$ cat src/rtl/sdr_lp_pkg.sv
package sdr_lp_pkg;

    typedef enum logic [2:0] {
        CMD_NOP  = 3'd0,
        CMD_PALL = 3'd1,
        CMD_REF  = 3'd2,
        CMD_SREF = 3'd3,
        CMD_DPD  = 3'd4
    } sd_cmd_e;

    typedef enum logic [1:0] {
        LPM_NONE  = 2'd0,
        LPM_SELF  = 2'd1,
        LPM_PDOWN = 2'd2,
        LPM_DEEP  = 2'd3
    } lp_mode_e;

    typedef enum logic [3:0] {
        ST_AWAKE = 4'd0,
        ST_PALL  = 4'd1,
        ST_TRP   = 4'd2,
        ST_ENTER = 4'd3,
        ST_LOW   = 4'd4,
        ST_EXIT  = 4'd5,
        ST_WAKE  = 4'd6,
        ST_RFSH  = 4'd7,
        ST_RWAIT = 4'd8
    } seq_state_e;

    typedef struct packed {
        logic    cke;
        sd_cmd_e cmd;
        logic    grant;
    } pin_drive_t;

    function automatic int unsigned idle_limit(input logic [1:0] code,
                                               input int unsigned step);
        return 32'(code) * step;
    endfunction

endpackage

$ cat src/rtl/sdr_lp_idle_timer.sv
module sdr_lp_idle_timer
    import sdr_lp_pkg::*;
#(
    parameter int TO_STEP = 64
) (
    input  logic       clk,
    input  logic       rst,
    input  logic       en,
    input  logic       idle,
    input  logic [1:0] code,
    output logic       expire
);
    localparam int MAX_LIMIT = 3 * TO_STEP;
    localparam int CW        = $clog2(MAX_LIMIT + 1);

    logic [CW-1:0] cnt;
    logic [CW-1:0] limit;

    assign limit  = CW'(idle_limit(code, TO_STEP));
    assign expire = en && idle && (cnt >= limit);

    always_ff @(posedge clk) begin
        if (rst || !(en && idle)) begin
            cnt <= '0;
        end else if (cnt < limit) begin
            cnt <= cnt + CW'(1);
        end
    end


    cnt_origin_chk: assert property (@(posedge clk) disable iff (rst)
        (cnt != '0) |-> $past(en && idle));

endmodule

$ cat src/rtl/sdr_lp_fsm.sv
module sdr_lp_fsm
    import sdr_lp_pkg::*;
#(
    parameter int TRP = 3,
    parameter int TRC = 8,
    parameter int TXP = 1
) (
    input  logic       clk,
    input  logic       rst,
    input  logic [1:0] cfg_mode,
    input  logic       acc_req,
    input  logic       ref_tick,
    input  logic       expire,
    output seq_state_e st,
    output lp_mode_e   kind,
    output logic       reinit
);
    localparam int WMAX = (TRC > TRP) ? TRC : TRP;
    localparam int WW   = $clog2(WMAX + 1);

    seq_state_e    st_n;
    lp_mode_e      kind_n;
    logic [WW-1:0] wcnt, wcnt_n;
    logic          reinit_n;

    always_comb begin
        st_n     = st;
        kind_n   = kind;
        wcnt_n   = (wcnt != '0) ? wcnt - WW'(1) : '0;
        reinit_n = 1'b0;
        unique case (st)
            ST_AWAKE: begin
                if (expire) begin
                    st_n   = ST_PALL;
                    kind_n = lp_mode_e'(cfg_mode);
                end
            end
            ST_PALL: begin
                st_n   = ST_TRP;
                wcnt_n = WW'(TRP - 2);
            end
            ST_TRP:   if (wcnt == '0) st_n = ST_ENTER;
            ST_ENTER: st_n = ST_LOW;
            ST_LOW: begin
                if (kind == LPM_PDOWN && ref_tick) begin
                    st_n   = ST_WAKE;
                    wcnt_n = WW'(TXP - 1);
                end else if (acc_req) begin
                    st_n   = ST_EXIT;
                    wcnt_n = (kind == LPM_PDOWN) ? WW'(TXP - 1) : WW'(TRC - 1);
                end
            end
            ST_EXIT: begin
                if (wcnt == '0) begin
                    st_n     = ST_AWAKE;
                    reinit_n = (kind == LPM_DEEP);
                end
            end
            ST_WAKE:  if (wcnt == '0) st_n = ST_RFSH;
            ST_RFSH: begin
                st_n   = ST_RWAIT;
                wcnt_n = WW'(TRC - 2);
            end
            ST_RWAIT: if (wcnt == '0) st_n = acc_req ? ST_AWAKE : ST_ENTER;
            default:  st_n = ST_AWAKE;
        endcase
    end

    always_ff @(posedge clk) begin
        if (rst) begin
            st     <= ST_AWAKE;
            kind   <= LPM_NONE;
            wcnt   <= '0;
            reinit <= 1'b0;
        end else begin
            st     <= st_n;
            kind   <= kind_n;
            wcnt   <= wcnt_n;
            reinit <= reinit_n;
        end
    end


    pall_before_entry_chk: assert property (@(posedge clk) disable iff (rst)
        (st == ST_ENTER && kind != LPM_PDOWN) |-> $past(st) == ST_TRP);


    refresh_only_pdown_chk: assert property (@(posedge clk) disable iff (rst)
        (st == ST_RFSH) |-> (kind == LPM_PDOWN && $past(st) == ST_WAKE));


    reinit_only_deep_chk: assert property (@(posedge clk) disable iff (rst)
        reinit |-> (kind == LPM_DEEP && st == ST_AWAKE && $past(st) == ST_EXIT));


    kind_held_chk: assert property (@(posedge clk) disable iff (rst)
        (st != ST_AWAKE && $past(st) != ST_AWAKE) |-> $stable(kind));

endmodule

$ cat src/rtl/sdr_lp_pin_dec.sv
module sdr_lp_pin_dec
    import sdr_lp_pkg::*;
(
    input  seq_state_e st,
    input  lp_mode_e   kind,
    output pin_drive_t drv
);
    always_comb begin
        drv = '{cke: 1'b1, cmd: CMD_NOP, grant: 1'b0};
        unique case (st)
            ST_AWAKE: drv.grant = 1'b1;
            ST_PALL:  drv.cmd   = CMD_PALL;
            ST_RFSH:  drv.cmd   = CMD_REF;
            ST_LOW:   drv.cke   = 1'b0;
            ST_ENTER: begin
                drv.cke = 1'b0;
                case (kind)
                    LPM_SELF: drv.cmd = CMD_SREF;
                    LPM_DEEP: drv.cmd = CMD_DPD;
                    default:  drv.cmd = CMD_NOP;
                endcase
            end
            default: drv = '{cke: 1'b1, cmd: CMD_NOP, grant: 1'b0};
        endcase
    end

endmodule

$ cat src/rtl/sdr_lowpower_seq.sv
module sdr_lowpower_seq
    import sdr_lp_pkg::*;
#(
    parameter int TRP     = 3,
    parameter int TRC     = 8,
    parameter int TXP     = 1,
    parameter int TO_STEP = 64
) (
    input  logic       clk,
    input  logic       rst,
    input  logic [1:0] cfg_mode,
    input  logic [1:0] cfg_timeout,
    input  logic       acc_req,
    input  logic       ref_tick,
    output logic       grant,
    output logic       sd_cke,
    output logic [2:0] sd_cmd,
    output logic       reinit_req
);
    seq_state_e st;
    lp_mode_e   kind;
    logic       expire;
    logic       timer_en;
    logic       reinit;
    pin_drive_t drv;

    assign timer_en = (st == ST_AWAKE) && (cfg_mode != 2'd0);

    sdr_lp_idle_timer #(.TO_STEP(TO_STEP)) timer_i (
        .clk    (clk),
        .rst    (rst),
        .en     (timer_en),
        .idle   (!acc_req),
        .code   (cfg_timeout),
        .expire (expire)
    );

    sdr_lp_fsm #(.TRP(TRP), .TRC(TRC), .TXP(TXP)) fsm_i (
        .clk      (clk),
        .rst      (rst),
        .cfg_mode (cfg_mode),
        .acc_req  (acc_req),
        .ref_tick (ref_tick),
        .expire   (expire),
        .st       (st),
        .kind     (kind),
        .reinit   (reinit)
    );

    sdr_lp_pin_dec dec_i (
        .st   (st),
        .kind (kind),
        .drv  (drv)
    );

    assign grant      = drv.grant;
    assign sd_cke     = drv.cke;
    assign sd_cmd     = drv.cmd;
    assign reinit_req = reinit;


    grant_quiet_chk: assert property (@(posedge clk) disable iff (rst)
        grant |-> (sd_cke && sd_cmd == CMD_NOP));


    low_cke_chk: assert property (@(posedge clk) disable iff (rst)
        (st == ST_LOW) |-> (!sd_cke && sd_cmd == CMD_NOP));


    wake_no_grant_chk: assert property (@(posedge clk) disable iff (rst)
        $rose(sd_cke) |-> !grant);

endmodule

$ cat config.mk
export PLATFORM = sky130hd
export DESIGN_NAME = sdr_lowpower_seq
export DESIGN_NICKNAME = d
export VERILOG_FILES = /design/src/rtl/sdr_lp_pkg.sv /design/src/rtl/sdr_lp_idle_timer.sv /design/src/rtl/sdr_lp_fsm.sv /design/src/rtl/sdr_lp_pin_dec.sv /design/src/rtl/sdr_lowpower_seq.sv
export SDC_FILE = /design/constraint.sdc
export NUM_CORES = 1
export LEC_CHECK = 0
export BUFFER_PORTS_ARGS = -buffer_cell sky130_fd_sc_hd__buf_4
export CAP_MARGIN = 15
export CORE_MARGIN = 3
export CORE_UTILIZATION = 45
export DETAILED_ROUTE_END_ITERATION = 6
export PLACE_DENSITY = 0.67
export SLEW_MARGIN = 30
export SYNTH_ARGS = -nofsm -noshare
export SYNTH_HDL_FRONTEND = slang
export SYNTH_HIERARCHICAL = 1
export SYNTH_SLANG_ARGS = --single-unit
$ cat constraint.sdc
create_clock -name clk -period 3 [get_ports clk]
set_input_delay 0.15 -clock clk [delete_from_list [all_inputs] [get_ports clk]]
set_output_delay 0.15 -clock clk [all_outputs]
set_load 0.02 [all_outputs]
==> results.json, run 1 <==
{
  "core_area_mm2": 0.00281,
  "ff2ff_setup_slack_ps": 730,
  "initial_core_util_pct": 47.9,
  "finalSetupViolCount": 0,
  "setup_tns_ps": 0,
  "place_ws_ps": 769,
  "status": "finished, final reports clean",
  "portBuffers": 13,
  "dieArea_mm2": 0.00368,
  "post-dp-hpwl_mm": 2.17,
  "htreeDepth": 1,
  "design_area_mm2": 0.00148,
  "worst_pin_slew_ps": 782,
  "insertion_delay_ps": 300,
  "clock_skew_ps": 7.76,
  "antenna_left": 0,
  "cts_made_buffers": 3,
  "layout.nets": 190,
  "antenna_found_initial": 0,
  "ys_seq_elements": 19,
  "yosysWarningCount": 6,
  "netlist_instances": 165,
  "grt_max_degree": 25,
  "grt_pass1_vias": 1203,
  "grt_pass1_wl_mm": 5.22,
  "gp_congestion": 0.778,
  "min_path_cells": 3,
  "cts_resized": 0,
  "holdBufCountCts": 0,
  "worst-r2r-cell-count": 7,
  "drc": 0,
  "ys_seq_area_share_pct": 28.3,
  "critPathMaxFanout": 24,
  "drv_cap": 0,
  "drt_iter0_drc": 63,
  "critical_path_arrival_ps": 2470,
  "mostFrequentLayoutCell": "dfxtp_1",
  "hold_viol_final": 0,
  "cts_tree": "built",
  "antennaDiodeCount": 0,
  "multi_input_area_um2": 877,
  "std_cell_rows": 19,
  "path_class": "register to register",
  "p_leak_uw": 0.000528,
  "grt_overflow": 0,
  "avgSynthCellArea_um2": 8.15,
  "wl_mm": 2.93,
  "dpl_cell_area_mm2": 0.00145,
  "syn_area_mm2": 0.00135,
  "regArea_um2": 380,
  "ir_worst_vdd_mv": 0.509,
  "die_width_um": 60.7,
  "clkTransAtPathRegs_ps": 120,
  "post_cts_buffers": 0,
  "cp-start-kind": "register",
  "grt_usage_pct": 17.9,
  "final_cell_mix": "dfxtp_1 (19), buf_4 (15), nand2_1 (14)",
  "io_pins": 14,
  "fin_util_pct": 52.7,
  "drive_gt1_share_pct": 17.1,
  "max_freq_ghz": 0.440,
  "viasPerCell": 5.98,
  "synth.net_count": 179,
  "power.density_mw_per_mm2": 614,
  "first_pass_iters": 4,
  "area_delta_synth_final_pct": 9.86,
  "fill_cells": 279,
  "min_period_ps": 2270,
  "fp.dieH_um": 60.7,
  "rsz0062_at_grt": "false",
  "root_buffer": "clkbuf_4",
  "ys.flop_type": "dfxtp_1",
  "async_flop_share_pct": 0,
  "hold_path.class": "input port to register",
  "clock-sinks": 19,
  "relSlewSlack_pct": 47.8,
  "synth-edff-count": 0,
  "worst_slack_ps": 727,
  "fin_crit_sh_pct": 75.8,
  "vias": 1232,
  "end_kind": "register",
  "slew_viol_final": 0,
  "synth_cell_types": 46,
  "clockBufferDepth": 2,
  "required_ps": 3200,
  "routedWlPerCell_um": 14.2
}
## metrics by stage
step	instances	hold WS (ps)	power, µW
2_1_floorplan	165	294	684
3_3_place_gp	202	405	762
3_5_place_dp	202	413	779
4_1_cts	206	91.1	913
5_1_grt	206	89.7	979
6_report	206	95.6	907
## where the power goes
part           internal [µW]  switching (µW)
registers                287            71.5
clock network           49.7            83.3
logic                    204             212
total                    540             366
## synth_stat cells (all sizes together) (3+ instances only)
master,n,area (µm²)
o21ai,3,15.0
inv,11,41.3
nor3,5,30.0
nand3b,3,22.5
a211oi,3,22.5
nand2,14,52.6
a21oi,12,60.1
nor3b,3,33.8
ha,6,75.1
nor2,12,45.0
nand3,4,25.0
mux2i,6,60.1
clkbuf,4,15.0
o31ai,6,45.0
dfxtp,19,380
nor4,8,56.3
nand2b,8,57.6
o21a,4,30.0
nor2b,4,32.5
buf,5,31.3
## area by class of cell
type                            instances  area share [%]
Clock inverter                          1           0.339
Inverter                               11            2.79
Sequential cell                        19            25.7
Tap cell                               31            2.62
Multi-Input combinational cell        126            59.4
Clock buffer                            3            1.52
Timing Repair Buffer                   15            7.62
## worst max-delay path, stage by stage (launching register included)
cell and delay [ps]:
dfxtp_1 850, nor4_2 110, o21a_1 170, o311a_1 120, or2_2 270, a21oi_1 150
o32a_1 190, mux2_1 320
## metal layers
metal / wire length [µm] / part of all wire (%) / global-route usage [%]
met3: 108 / 3.7 / 3.19
met4: 0 / 0 / 3.10
met5: 0 / 0 / 0
met2: 1360 / 46 / 28.7
met1: 1460 / 50 / 25.6
## sequential cells by signal, indices dropped and copies added, names as in the netlist
name / cells
timer_i/cnt: 8
fsm_i/st: 4
fsm_i/wcnt: 4
fsm_i/kind: 2
fsm_i/reinit: 1
## worst paths after layout
path	end	start
max	fsm_i/st[0]$_SDFFE_PP0P_	fsm_i/st[0]$_SDFFE_PP0P_
min	fsm_i/kind[1]$_SDFFE_PP0P_	cfg_mode[1]
max reg2reg	fsm_i/st[0]$_SDFFE_PP0P_	fsm_i/st[0]$_SDFFE_PP0P_
min reg2reg	timer_i/cnt[6]$_SDFFE_PP0N_	timer_i/cnt[6]$_SDFFE_PP0N_
## kinds of logic (layout without fill, tap and decap cells)
kind of cell,after synthesis,count (layout),synth area share [%]
AND/OR/NAND/NOR,75,75,34.5
AO/OA/AOI/OAI,36,36,18.5
buffers and inverters,20,30,6.51
flip-flops,19,19,28.3
multiplexers,7,7,5.30
adder cells (fa/ha/maj),6,6,5.58
XOR/XNOR,2,2,1.30
No activity file was read; power rests on OpenSTA's default activity.
==> run 2, diff against run 1 <==
--- a/config.mk
+++ b/config.mk
@@ -5,12 +5,13 @@
 export SDC_FILE = /design/constraint.sdc
 export NUM_CORES = 1
 export LEC_CHECK = 0
+export ABC_AREA = 1
 export BUFFER_PORTS_ARGS = -buffer_cell sky130_fd_sc_hd__buf_4
 export CAP_MARGIN = 15
 export CORE_MARGIN = 3
 export CORE_UTILIZATION = 45
 export DETAILED_ROUTE_END_ITERATION = 6
-export PLACE_DENSITY = 0.67
+export PLACE_DENSITY = 0.69
 export SLEW_MARGIN = 30
 export SYNTH_ARGS = -nofsm -noshare
 export SYNTH_HDL_FRONTEND = slang
==> constraint.sdc (replaced) <==
create_clock -name clk -period 2 [get_ports clk]
set_input_delay 0.1 -clock clk [delete_from_list [all_inputs] [get_ports clk]]
set_output_delay 0.1 -clock clk [all_outputs]
set_load 0.02 [all_outputs]
==> run 2 against run 1 <==
Die area is 0.58% lower. Setup slack worse by 500 ps. Highest routed layer is now met4. Synthesized cell count is 31% higher. Largest power group unchanged. Global-route usage is 0.81 points lower. Clock skew is 2.2 ps lower. Register-to-register slack worse by 500 ps. Final cell count is 29% higher. Hold slack better by 7.7 ps. Routed wire length is 5.8% lower. Via count is 5.6% higher. First-iteration DRC count is 19% higher.
==> results.json, run 2 <==
{
  "layout.nets": 250,
  "first_pass_iters": 4,
  "drive_gt1_share_pct": 18.3,
  "relSlewSlack_pct": 78.6,
  "clkTransAtPathRegs_ps": 120,
  "final_cell_mix": "nand2_1 (43), inv_1 (38), nor2_1 (36)",
  "drt_iter0_drc": 75,
  "initial_core_util_pct": 48.0,
  "cts_tree": "built",
  "cp-start-kind": "register",
  "p_int_uw": 844,
  "io_pins": 14,
  "p_leak_uw": 0.000709,
  "vias": 1301,
  "min_period_ps": 1780,
  "portBuffers": 13,
  "ys_seq_area_share_pct": 28.5,
  "area_delta_synth_final_pct": 13.6,
  "syn_area_mm2": 0.00134,
  "antenna_found_initial": 0,
  "comb_power_share_pct": 54.5,
  "grt_usage_pct": 17.1,
  "fin_crit_sh_pct": 88.8,
  "worst_pin_slew_ps": 320,
  "clock-sinks": 19,
  "synth.net_count": 230,
  "fp.dieH_um": 60.5,
  "viasPerCell": 4.89,
  "cts_made_buffers": 3,
  "slew_viol_final": 0,
  "antenna_left": 0,
  "grt_pass1_vias": 1155,
  "core_area_mm2": 0.00278,
  "mostFrequentLayoutCell": "nand2_1",
  "gp_congestion": 0.896,
  "cts_resized": 0,
  "synth_top_area_share_pct": 28.5,
  "ir_worst_vdd_mv": 0.884,
  "critical_path_arrival_ps": 1980,
  "synth_area_leaders": "dfxtp_1 (28%), nand2_1 (12%), inv_1 (11%), nor2_1 (10%), a21oi_1 (6.0%)",
  "pwr-share-seq_pct": 32.8,
  "p_sw_uw": 738,
  "path_class": "register to register",
  "hold_path.class": "input port to register",
  "std_cell_rows": 19,
  "avgSynthCellArea_um2": 6.19,
  "netlist_instances": 216,
  "antennaDiodeCount": 0,
  "clkPwrFrac_pct": 12.7,
  "required_ps": 2200,
  "critPathMaxFanout": 6,
  "largest_register_ff_count": 8,
  "rsz0062_at_grt": "false",
  "grt_max_degree": 12,
  "end_kind": "register",
  "post_cts_buffers": 0,
  "grt_overflow": 0,
  "grt_pass1_wl_mm": 4.82,
  "root_buffer": "clkbuf_4",
  "drv_cap": 0,
  "power.density_mw_per_mm2": 1040,
  "synth_top_cell_by_area": "dfxtp_1",
  "ys_seq_elements": 19,
  "dieArea_mm2": 0.00366,
  "reg_top3": "timer_i/cnt x8, fsm_i/st x4, fsm_i/wcnt x4",
  "ys.flop_type": "dfxtp_1",
  "yosysWarningCount": 6,
  "synth_cell_types": 25,
  "top_register": "timer_i/cnt",
  "status": "finished, final reports clean",
  "synth.most_common_cell": "nand2_1",
  "setup_tns_ps": 0,
  "synth.top_cells.by_count": "nand2_1 (43), inv_1 (38), nor2_1 (36), dfxtp_1 (19), a21oi_1 (16)",
  "finalSetupViolCount": 0,
  "htreeDepth": 1,
  "clock_skew_ps": 5.57,
  "synth-edff-count": 0,
  "async_flop_share_pct": 0,
  "clockBufferDepth": 2,
  "routedWlPerCell_um": 10.4,
  "die_width_um": 60.5,
  "max_freq_ghz": 0.563,
  "wl_mm": 2.76,
  "insertion_delay_ps": 300,
  "post-dp-hpwl_mm": 2.20,
  "holdWs_ps": 103,
  "hold_viol_final": 0,
  "swShare_pct": 46.7,
  "drc": 0
}
==> run 2: cell types whose count changed in the layout (fill, tap and decap cells not counted), moves of 7 or more <==
cell and change:
inv_1 +27, nand2_2 +7, nand2b_1 -7, nand2_1 +29, nor2_2 +8, nor4_1 -7, nor2_1 +24, nand3_1 +10
==> run 2: power groups by stage <==
stage                     clock [µW]  combinational (µW)  sequential, µW
after CTS                        214                 867             518
final                            201                 863             518
after global placement             0                 857             527
after detailed placement           0                 864             526
after global routing             233                 989             528
after floorplan                    0                 696             508
==> run 2: area by class of cell <==
type | count | area, µm²
Fill cell | 294 | 1260
Clock inverter | 1 | 5.00
Tap cell | 31 | 38.8
Clock buffer | 3 | 22.5
Sequential cell | 19 | 380
Timing Repair Buffer | 15 | 115
Inverter | 40 | 150
Multi-Input combinational cell | 157 | 806
==> run 2: timing repair <==
action,4_1_cts,5_1_grt
hold buffers,1,0
endpoints found under the setup margin,0,1
hold endpoints to repair,2,0
==> run 2: kinds of logic (layout without fill, tap and decap cells) <==
logic type / count (synthesis) / count (layout) / synth area share (%)
AND/OR/NAND/NOR: 121 / 121 / 42.0
buffers and inverters: 40 / 59 / 11.2
AO/OA/AOI/OAI: 30 / 30 / 12.6
flip-flops: 19 / 19 / 28.5
adder cells (fa/ha/maj): 6 / 6 / 5.62
==> run 2: metal layers <==
layer | vias to the layer above | share of wire [%] | track usage (%)
met2 | 17 | 43 | 25.9
met5 | - | 0 | 0
met3 | 4 | 3.6 | 2.55
met4 | 0 | 1.4 | 7.12
li1 | 714 | - | -
met1 | 566 | 52 | 24.3
==> run 2: critical path: stages (launching register included) <==
cell and delay (ps):
dfxtp_1 390, inv_1 50, ha_1 260, nand2_1 50, nor3_1 130, nand3_1 90
a21oi_1 180, nor3_1 100, nor2_2 220, nand3_1 110, nand2_1 70, nor2_1 40
==> run 2: stage by stage <==
step,total power [µW],setup WS [ps],instance area (µm²),util (%),cells
final,1580,224,1520,54.6,266
after global routing,1750,0.123,1520,54.6,266
after CTS,1600,207,1520,54.6,266
after detailed placement,1390,230,1480,53.2,261
after global placement,1380,247,1480,53.2,261
after floorplan,1200,389,1340,-,216
==> run 2: worst paths after layout <==
check | startpoint | end | slack, ps | cells past startpoint
worst min register to register | timer_i/cnt[1]$_SDFFE_PP0N_ | timer_i/cnt[1]$_SDFFE_PP0N_ | 530 | 2
worst max-delay path | timer_i/cnt[6]$_SDFFE_PP0N_ | fsm_i/st[2]$_SDFFE_PP0P_ | 220 | 11
worst min-delay path | cfg_mode[1] | fsm_i/kind[1]$_SDFFE_PP0P_ | 100 | 3
worst max register to register | timer_i/cnt[6]$_SDFFE_PP0N_ | fsm_i/st[2]$_SDFFE_PP0P_ | 220 | 11
==> run 3, diff against run 2 <==
--- a/config.mk
+++ b/config.mk
@@ -11,7 +11,7 @@
 export CORE_MARGIN = 3
 export CORE_UTILIZATION = 45
 export DETAILED_ROUTE_END_ITERATION = 6
-export PLACE_DENSITY = 0.69
+export PLACE_DENSITY = 0.67
 export SLEW_MARGIN = 30
 export SYNTH_ARGS = -nofsm -noshare
 export SYNTH_HDL_FRONTEND = slang
==> constraint.sdc (replaced) <==
create_clock -name clk -period 1.9 [get_ports clk]
set_input_delay 0.095 -clock clk [delete_from_list [all_inputs] [get_ports clk]]
set_output_delay 0.095 -clock clk [all_outputs]
set_load 0.02 [all_outputs]
==> run 3 against run 2 <==
Sequential power is 3% higher. Die area is the same. Hold slack lost 18 ps. Final cell count up 0.38%. Clock power rose by 2%. Sequential cell count unchanged. Via count grew 1.8%. Register-to-register slack is essentially flat. Total power increased by 6.2%. Combinational power is 8.9% higher. Maximum frequency grew 5.6%.
==> results.json, run 3 (synthesis gave the netlist of run 2 again) <==
{
  "root_buffer": "clkbuf_4",
  "dieArea_mm2": 0.00366,
  "portBuffers": 13,
  "fill_cells": 307,
  "power_uw": 1680,
  "path_cells": "inv_1, ha_1, nand2_1, nor3_1, nand3_1, a21oi_2, nor3_1, nor2_2, nand3_1, nand2_1, nor2_1",
  "vias": 1325,
  "end_kind": "register",
  "initial_core_util_pct": 48.0,
  "rsz0062_at_grt": "false",
  "power.density_mw_per_mm2": 1100,
  "clock_skew_ps": 3.74,
  "clkTransAtPathRegs_ps": 110,
  "regArea_um2": 382,
  "first_pass_iters": 4,
  "drt_iter0_drc": 64,
  "io_pins": 14,
  "required_ps": 2100,
  "p_int_uw": 901,
  "ir_worst_vdd_mv": 0.800,
  "layout.nets": 251,
  "post-dp-hpwl_mm": 2.24,
  "cp-start-kind": "register",
  "critPathMaxFanout": 6,
  "status": "finished, final reports clean",
  "finalSetupViolCount": 0,
  "mostFrequentLayoutCell": "nand2_1",
  "critical_path_arrival_ps": 1890,
  "drv_cap": 0,
  "setup_tns_ps": 0,
  "cts_tree": "built",
  "worst_pin_slew_ps": 340,
  "gp_congestion": 0.840,
  "drc": 0,
  "reg_top3": "timer_i/cnt x8, fsm_i/st x4, fsm_i/wcnt x4",
  "multi_input_area_um2": 810,
  "antennaDiodeCount": 0,
  "max_stage_delay_ps": 360,
  "pwr-share-seq_pct": 31.8,
  "fin_crit_sh_pct": 88.5,
  "cpMaxStageDelayCell": "dfxtp_2",
  "grt_overflow": 0,
  "max_freq_ghz": 0.595,
  "hold_start": "cfg_mode[0]",
  "worst-r2r-cell-count": 11,
  "p_leak_uw": 0.000711,
  "drive_gt1_share_pct": 19.1,
  "p_sw_uw": 779,
  "grt_pass1_vias": 1150,
  "top_register": "timer_i/cnt",
  "viasPerCell": 4.96,
  "antenna_left": 0,
  "path_class": "register to register",
  "dpl.cell_count": 262,
  "relSlewSlack_pct": 77.3,
  "r2r_end": "fsm_i/st[2]$_SDFFE_PP0P_",
  "hold_viol_final": 0,
  "grt_max_degree": 11,
  "post_cts_buffers": 0,
  "die_width_um": 60.5,
  "insertion_delay_ps": 300,
  "routedWlPerCell_um": 10.6,
  "fp.dieH_um": 60.5,
  "grt_usage_pct": 18.0,
  "min_period_ps": 1680,
  "area_delta_synth_final_pct": 14.4,
  "comb_power_share_pct": 55.9,
  "reg2reg_from": "timer_i/cnt[6]$_SDFFE_PP0N_",
  "cts_made_buffers": 3,
  "wl_mm": 2.83,
  "instances_no_fill": 267,
  "min_path_cells": 3,
  "clock-sinks": 19,
  "fin_util_pct": 55.0,
  "swShare_pct": 46.4,
  "largest_register_ff_count": 8,
  "holdPathEnd": "fsm_i/kind[0]$_SDFFE_PP0P_",
  "holdWs_ps": 85.2,
  "antenna_found_initial": 0,
  "clockBufferDepth": 2,
  "grt_pass1_wl_mm": 5.04,
  "slew_viol_final": 0,
  "hold_path.class": "input port to register",
  "core_area_mm2": 0.00278,
  "ff2ff_setup_slack_ps": 220,
  "final_cell_mix": "nand2_1 (43), inv_1 (38), nor2_1 (36)",
  "std_cell_rows": 19,
  "clkPwrFrac_pct": 12.3,
  "htreeDepth": 1
}
[run 3: changes by cell type in the layout (fill, tap and decap cells not counted), sizes merged]
cell | previous run | this run
buf | 14 | 15
clkbuf | 3 | 4
clkinv | 1 | 0
[run 3: metal layers]
layer / up-vias / global-route usage, % / wire (µm)
met5: - / 0 / 0
met4: 0 / 4.02 / 18
met3: 2 / 4.26 / 155
met2: 30 / 26.5 / 1270
met1: 575 / 26.5 / 1390
li1: 718 / - / -
[run 3: worst max-delay path by stage]
stage	start	end	slack [ps]
after floorplan	timer_i/cnt[6]$_SDFFE_PP0N_	fsm_i/st[2]$_SDFFE_PP0P_	290
after global placement	timer_i/cnt[6]$_SDFFE_PP0N_	fsm_i/st[2]$_SDFFE_PP0P_	180
after detailed placement	timer_i/cnt[6]$_SDFFE_PP0N_	fsm_i/st[2]$_SDFFE_PP0P_	140
after CTS	timer_i/cnt[6]$_SDFFE_PP0N_	fsm_i/st[0]$_SDFFE_PP0P_	120
after global routing	timer_i/cnt[6]$_SDFFE_PP0N_	fsm_i/st[0]$_SDFFE_PP0P_	1
final	timer_i/cnt[6]$_SDFFE_PP0N_	fsm_i/st[2]$_SDFFE_PP0P_	220
[run 3: per-stage QoR]
| stage | setup WS [ps] | instance area [µm²] |
|---|---|---|
| floorplan | 289 | 1340 |
| global route | 1.14 | 1530 |
| CTS | 120 | 1520 |
| finish | 219 | 1530 |
| global placement | 178 | 1490 |
| detailed placement | 137 | 1490 |
[run 3: what timing repair did]
| action | CTS | global route |
|---|---|---|
| endpoints found under the setup margin | 0 | 3 |
| gates resized for setup | 0 | 2 |
| hold endpoints to repair | 2 | 0 |
| hold buffers | 1 | 0 |
[run 3: layout make-up]
class / instances / area share (%)
clock buffer: 4 / 1.72
inverter: 40 / 9.82
multi-input combinational: 157 / 52.9
sequential: 19 / 25.0
tap: 31 / 2.54
timing repair buffer: 16 / 8.02
[run 3: power by group through the flow]
| stage | registers, µW | clock network, µW | logic (µW) |
|---|---|---|---|
| 2_1_floorplan | 535 | 0 | 732 |
| 3_3_place_gp | 542 | 0 | 933 |
| 3_5_place_dp | 542 | 0 | 937 |
| 4_1_cts | 534 | 216 | 947 |
| 5_1_grt | 547 | 236 | 1090 |
| 6_report | 534 | 206 | 940 |
[run 3: worst max-delay path: cells and delay by family (launching register included)]
| family | cells | cell delay (ps) |
|---|---|---|
| flops | 1 | 360 |
| compound gates | 1 | 160 |
| simple gates | 8 | 770 |
| fa+ha+maj | 1 | 260 |
| buf+inv | 1 | 40 |
